**config.mk**
```make
export PLATFORM = sky130hd
export DESIGN_NAME = irq_vector_ctrl
export DESIGN_NICKNAME = d
export VERILOG_FILES = /design/src/rtl/irqv_pkg.sv /design/src/rtl/irqv_sync_edge.sv /design/src/rtl/irqv_regs.sv /design/src/rtl/irqv_arb.sv /design/src/rtl/irq_vector_ctrl.sv
export SDC_FILE = /design/constraint.sdc
export NUM_CORES = 1
export LEC_CHECK = 0
export CORE_UTILIZATION = 40
export DETAILED_ROUTE_END_ITERATION = 10
export PLACE_DENSITY = 0.79
export SYNTH_ARGS = -nofsm -noshare
export SYNTH_HDL_FRONTEND = slang
export SYNTH_SLANG_ARGS = --single-unit
export TNS_END_PERCENT = 20
```
**constraint.sdc**
```tcl
create_clock -name clk -period 3.8 [get_ports clk]
set_clock_uncertainty 0.15 [all_clocks]
set_input_delay 0.76 -clock clk [delete_from_list [all_inputs] [get_ports clk]]
set_output_delay 0.76 -clock clk [all_outputs]
set_load 0.01 [all_outputs]
```
**src/rtl/irqv_pkg.sv**
```systemverilog
package irqv_pkg;
   localparam int REG_W   = 8;
   localparam int NUM_SRC = 4;
   localparam int SRC_W   = $clog2(NUM_SRC);

   // source index equals priority rank (0 highest)
   typedef enum logic [SRC_W-1:0] {
      SRC_EXT = 2'd0,
      SRC_TB  = 2'd1,
      SRC_RTC = 2'd2,
      SRC_TMR = 2'd3
   } irq_src_e;

   // control register 0 bit positions
   localparam int C0_GIE    = 0;
   localparam int C0_EN_LO  = 1;
   localparam int C0_FL_LO  = 4;
   localparam int C0_NSRC   = 3;
   // control register 1 bit positions
   localparam int C1_EN_TMR = 0;
   localparam int C1_FL_TMR = 4;
endpackage

```
**src/rtl/irqv_sync_edge.sv**
```systemverilog
module irqv_sync_edge #(
   parameter int STAGES  = 2,
   parameter bit FALLING = 1'b1
) (
   input  logic clk,
   input  logic rst_n,
   input  logic pin,
   output logic edge_pulse
);
   localparam logic IDLE = FALLING ? 1'b1 : 1'b0;

   // chain[0..STAGES-1] synchronizer, chain[STAGES] previous settled value
   logic [STAGES:0] chain;

   always_ff @(posedge clk or negedge rst_n) begin
      if (!rst_n) chain <= {(STAGES+1){IDLE}};
      else        chain <= {chain[STAGES-1:0], pin};
   end

   generate
      if (FALLING) begin : g_fall
         assign edge_pulse = chain[STAGES] & ~chain[STAGES-1];
      end else begin : g_rise
         assign edge_pulse = ~chain[STAGES] & chain[STAGES-1];
      end
   endgenerate
endmodule

```
**src/rtl/irqv_regs.sv**
```systemverilog
module irqv_regs
   import irqv_pkg::*;
(
   input  logic                clk,
   input  logic                rst_n,
   input  logic                wr_en,
   input  logic                wr_sel,
   input  logic [REG_W-1:0]    wr_data,
   input  logic [NUM_SRC-1:0]  hw_set,
   input  logic                ack,
   input  logic [SRC_W-1:0]    ack_src,
   input  logic                reti,
   output logic                gie,
   output logic [NUM_SRC-1:0]  en,
   output logic [NUM_SRC-1:0]  flag,
   output logic [REG_W-1:0]    img0,
   output logic [REG_W-1:0]    img1
);
   logic               gie_n;
   logic [NUM_SRC-1:0] en_n, flag_n;

   always_comb begin
      gie_n  = gie;
      en_n   = en;
      flag_n = flag;
      if (wr_en && !wr_sel) begin
         gie_n                 = wr_data[C0_GIE];
         en_n[C0_NSRC-1:0]     = wr_data[C0_EN_LO +: C0_NSRC];
         flag_n[C0_NSRC-1:0]   = wr_data[C0_FL_LO +: C0_NSRC];
      end
      if (wr_en && wr_sel) begin
         en_n[SRC_TMR]   = wr_data[C1_EN_TMR];
         flag_n[SRC_TMR] = wr_data[C1_FL_TMR];
      end
      if (reti) gie_n = 1'b1;
      if (ack) begin
         gie_n           = 1'b0;
         flag_n[ack_src] = 1'b0;
      end
      flag_n = flag_n | hw_set;   // hardware request wins
   end

   always_ff @(posedge clk or negedge rst_n) begin
      if (!rst_n) begin
         gie  <= 1'b0;
         en   <= '0;
         flag <= '0;
      end else begin
         gie  <= gie_n;
         en   <= en_n;
         flag <= flag_n;
      end
   end

   always_comb begin
      img0 = '0;
      img0[C0_GIE]              = gie;
      img0[C0_EN_LO +: C0_NSRC] = en[C0_NSRC-1:0];
      img0[C0_FL_LO +: C0_NSRC] = flag[C0_NSRC-1:0];
      img1 = '0;
      img1[C1_EN_TMR] = en[SRC_TMR];
      img1[C1_FL_TMR] = flag[SRC_TMR];
   end
endmodule

```
**src/rtl/irqv_arb.sv**
```systemverilog
module irqv_arb
   import irqv_pkg::*;
(
   input  logic               strobe,
   input  logic               gie,
   input  logic               stack_full,
   input  logic [NUM_SRC-1:0] en,
   input  logic [NUM_SRC-1:0] flag,
   output logic               ack,
   output logic [SRC_W-1:0]   ack_src
);
   logic [NUM_SRC-1:0] pend;
   logic               any;

   assign pend = en & flag;

   // lowest index wins
   always_comb begin
      ack_src = '0;
      any     = 1'b0;
      for (int i = NUM_SRC - 1; i >= 0; i--) begin
         if (pend[i]) begin
            ack_src = SRC_W'(i);
            any     = 1'b1;
         end
      end
   end

   assign ack = strobe & gie & ~stack_full & any;
endmodule

```
**src/rtl/irq_vector_ctrl.sv**
```systemverilog
module irq_vector_ctrl
   import irqv_pkg::*;
#(
   parameter int VEC_W       = 8,
   parameter int VEC_BASE    = 4,
   parameter int VEC_STEP    = 4,
   parameter int SYNC_STAGES = 2,
   parameter int NUM_TMR     = 2,
   parameter bit INT_FALLING = 1'b1
) (
   input  logic               clk,
   input  logic               rst_n,
   input  logic               int_n,
   input  logic               tb_tick,
   input  logic               rtc_tick,
   input  logic [NUM_TMR-1:0] tmr_ovf,
   input  logic               t2_edge,
   input  logic               stack_full,
   input  logic               ret_exec,
   input  logic               reti_exec,
   input  logic               bus_sel,
   input  logic               bus_wr,
   input  logic [REG_W-1:0]   bus_wdata,
   output logic [REG_W-1:0]   bus_rdata,
   output logic               irq_push,
   output logic [VEC_W-1:0]   irq_vector
);
   localparam int VEC_TOP = VEC_BASE + (NUM_SRC - 1) * VEC_STEP;

   generate
      if (SYNC_STAGES < 2) begin : g_bad_sync
         $error("SYNC_STAGES must be at least 2");
      end
      if (NUM_TMR < 1) begin : g_bad_tmr
         $error("NUM_TMR must be at least 1");
      end
      if (VEC_STEP < 1 || VEC_TOP >= (1 << VEC_W)) begin : g_bad_vec
         $error("vector range does not fit VEC_W");
      end
   endgenerate

   logic               ext_edge;
   logic               tmr_any;
   logic [NUM_SRC-1:0] hw_set;
   logic               gie_q;
   logic [NUM_SRC-1:0] en_q, flag_q;
   logic [REG_W-1:0]   img0, img1;
   logic               ack_w;
   logic [SRC_W-1:0]   ack_src;
   logic [VEC_W-1:0]   vec_n;

   irqv_sync_edge #(
      .STAGES  (SYNC_STAGES),
      .FALLING (INT_FALLING)
   ) u_sync (
      .clk        (clk),
      .rst_n      (rst_n),
      .pin        (int_n),
      .edge_pulse (ext_edge)
   );

   generate
      if (NUM_TMR == 1) begin : g_tmr_one
         assign tmr_any = tmr_ovf[0];
      end else begin : g_tmr_many
         assign tmr_any = |tmr_ovf;
      end
   endgenerate

   always_comb begin
      hw_set          = '0;
      hw_set[SRC_EXT] = ext_edge;
      hw_set[SRC_TB]  = tb_tick;
      hw_set[SRC_RTC] = rtc_tick;
      hw_set[SRC_TMR] = tmr_any;
   end

   irqv_regs u_regs (
      .clk     (clk),
      .rst_n   (rst_n),
      .wr_en   (bus_wr),
      .wr_sel  (bus_sel),
      .wr_data (bus_wdata),
      .hw_set  (hw_set),
      .ack     (ack_w),
      .ack_src (ack_src),
      .reti    (reti_exec),
      .gie     (gie_q),
      .en      (en_q),
      .flag    (flag_q),
      .img0    (img0),
      .img1    (img1)
   );

   irqv_arb u_arb (
      .strobe     (t2_edge),
      .gie        (gie_q),
      .stack_full (stack_full),
      .en         (en_q),
      .flag       (flag_q),
      .ack        (ack_w),
      .ack_src    (ack_src)
   );

   assign vec_n     = VEC_W'(VEC_BASE + int'(ack_src) * VEC_STEP);
   assign bus_rdata = bus_sel ? img1 : img0;

   always_ff @(posedge clk or negedge rst_n) begin
      if (!rst_n) begin
         irq_push   <= 1'b0;
         irq_vector <= '0;
      end else begin
         irq_push <= ack_w;
         if (ack_w) irq_vector <= vec_n;
      end
   end
endmodule

```
==> impl_results.md <==
- Outcome: finished clean
- Routability Congestion: 0.774
- Fin area: 1140 um^2
- Mux cell area share after synthesis: 13.8%
- Dpl cells: 126
- Count leader, synth: dfrtp_1
- Fmax: 308 MHz
- Largest family of logic cells by synthesized area: simple AND/OR/NAND/NOR gates
- Post-synth ARST share: 100%
- Setup WS post-layout: 0.555 ns
- Die height: 48.2 um
- Share of the synthesized area in the top cell type: 38.1%
- Yosys reg bits: 16
- Layout cells sized above 1: 16.5%
- Final period util: 85.4%
- Synth warn: 0
- WL per Instance: 11.9 um
- CP Cell Sequence: clkdlybuf4s50_1 -> mux2_2 -> clkdlybuf4s50_1
- Unrepaired setup endpoints after global routing: false
- WL final: 1540 um
- Synth top cells by count: 13 x dfrtp_1, 6 x buf_4, 6 x mux2_2
- DP Area: 1120 um^2
- Pre-antenna DRT Iters: 3
- MaxCap Viol Count: 0
- Deepest clock path buffer count: 2
- Post-Synth Simple-Gate Area: 15.0%
- Max_slew headroom: 54.3%
- Min-Delay Path Depth: 0
- Hold Buf Count CTS: 0
- CP Buf/Inv Count: 2
- Setup CP Type: primary input to output port
- DIE AREA: 2320 um^2
- Iter 0 DRT Violations: 5
- DIE WIDTH: 48.2 um
- Worst vdd ir: 0.000248 V
- Yosys top cell by area: dfrtp_1
- Worst endpoint required time: 2.89 ns
- Crit. End Element: output port
- P_leak: 0.477 nW
- Final hold viol count: 0
- Crit start category: primary input
- Antenna viol nets, final: 0
- Clock tree sinks: 16
- R2R Setup Slk: 2.30 ns
- Detailed placer's ending HPWL: 1180 um
- Root Buffer: clkbuf_4
- Synth Area in Adders: 0%
- Min Tclk post-route: 3.24 ns
- GRT Total Usage: 15.0%
- Total gr overflow: 0
- Final cell count without fillers: 130
- R2R Path Start: u_regs.gie$_DFFE_PN0P_
- Net count reported at finish: 125
- Ys flop type: dfrtp_1
- Hold path startpoint: u_sync.chain[0]$_DFF_PN1_
- Cells after Synth: 74
- Post-synthesis xor/xnor area fraction: 0%
- Crit-path max FO: 9
- First-pass GRT wire length: 2300 um
- Initial core utilization: 43.1%
- Hold endpoint: u_sync.chain[1]$_DFF_PN1_
- Post-CTS Setup Bufs: 0
- Initial antenna violation count: 0
- Ranking of synthesized cells by area: dfrtp_1 38%, dfstp_2 9.2%, mux2_2 7.9%
- Endpoints failing setup: 0
- Clock slew at reported path FFs: 0.09 ns
- Num rows: 16
- Post-synthesis average cell area: 11.5 um^2
- CTS tree: yes
- Min-Delay Path Class: flop to flop
- Compound-Gate Fraction of Synth Area: 12.9%
- Slew Viols, Final: 0
- Critical Path Slowest Stage Cell: clkdlybuf4s50_1
- Via density: 4.82
- Largest net degree at the start of global routing: 17
- Clk_lat worst skew: 0.28 ns
- CORE AREA: 1980 um^2
- Area delta synth->final: 34.0%
- Setup tns final: 0 ns
- Post-synthesis sequential area ratio: 47.4%
- Netlist cell types: 27
- Cell area after synthesis: 853 um^2
- Worst-Margin Slew: 0.684 ns
- Vias post-DR: 627
- Number of diodes: 0
- EDFF count, synth: 0
- Post-cts sizing count: 0
- R2r endpoint: u_regs.flag[3]$_DFF_PN0_
- CTS Buf Count: 3
- R2R cell count: 3
- Pre-CTS WS: 0.544 ns
- PwrDens: 402 nW/um^2
- Cell repeated most along the worst path: clkdlybuf4s50_1
- Vias in the first global route: 534
- Top-Level Pins: 38
- Worst path arrival time: 2.33 ns
- Max stage delay on crit path: 0.72 ns
- DRC: 0
- Cell family with most CP delay: buffers and inverters
- Max H-tree Level: 1
- Port bufs: 29
## metal layers
layer	track usage [%]	part of all wire, %	vias up
li1	-	-	305
met1	21.7	48	295
met2	21.1	44	25
met3	4.81	6.4	2
met4	5.00	1.2	0
met5	0	0	-
## stage by stage
step / hold WS, ns / util [%] / power [mW]
4_1_cts: 0.213 / 57.7 / 0.464
2_1_floorplan: 0.195 / - / 0.301
3_3_place_gp: 0.197 / 56.4 / 0.366
3_5_place_dp: 0.198 / 56.4 / 0.369
5_1_grt: 0.219 / 57.7 / 0.488
6_report: 0.211 / 57.7 / 0.460
## worst reg2reg max path: stages, from the launching register on
cell and delay (ns):
dfrtp_1 0.38, nand3b_1 0.34, nor4b_1 0.42, o21ai_1 0.10
## cells by family (layout without fill, tap and decap cells)
kind of cell,after synthesis,in the layout
AOI/OAI and AO/OA,15,15
buffers and inverters,12,36
DFF,16,16
muxes,11,11
other,1,6
and+or+nand+nor,19,19
## cells in the final DEF (no fill, tap or decap), drive strengths merged
master,Yosys,layout
nor2,3,3
nor4b,2,2
clkbuf,0,4
a31oi,1,1
mux2,6,6
nand3b,1,1
o21bai,2,2
o31ai,1,1
mux2i,5,5
clkdlybuf4s50,0,29
and2,1,1
nor2b,6,6
dfrtp,13,13
conb,1,6
a22oi,2,2
nand2,5,5
o22ai,2,2
nor3,1,1
o21ba,1,1
a21oi,4,4
dfstp,3,3
inv,3,3
o21ai,2,2
## registers in the layout, indices dropped and copies added (netlist names)
| register | cells |
|---|---|
| u_regs.en | 4 |
| u_regs.flag | 4 |
| irq_vector | 3 |
| u_sync.chain | 3 |
| irq_push | 1 |
| u_regs.gie | 1 |
## worst max path at each step
stage / startpoint / endpoint / slack [ns] / cells after the start
2_1_floorplan: bus_sel / bus_rdata[0] / 1.67 / 2
3_3_place_gp: bus_sel / bus_rdata[4] / 0.55 / 3
3_5_place_dp: bus_sel / bus_rdata[4] / 0.54 / 3
4_1_cts: bus_sel / bus_rdata[4] / 0.54 / 3
5_1_grt: bus_sel / bus_rdata[4] / 0.49 / 3
6_report: bus_sel / bus_rdata[4] / 0.56 / 3
## report_power, final
group	total, mW	switching (mW)	internal (mW)
Clock	0.0929	0.0521	0.0408
Sequential	0.220	0.0229	0.197
Combinational	0.147	0.0602	0.0870
## cell type report
type / instances / area, um^2
Fill cell: 175 / 838
Sequential cell: 16 / 404
Multi-Input combinational cell: 51 / 378
Timing Repair Buffer: 29 / 290
Tap cell: 27 / 33.8
Clock buffer: 4 / 26.3
Inverter: 3 / 11.3
Note: power is estimated with default switching activity, not from simulation.
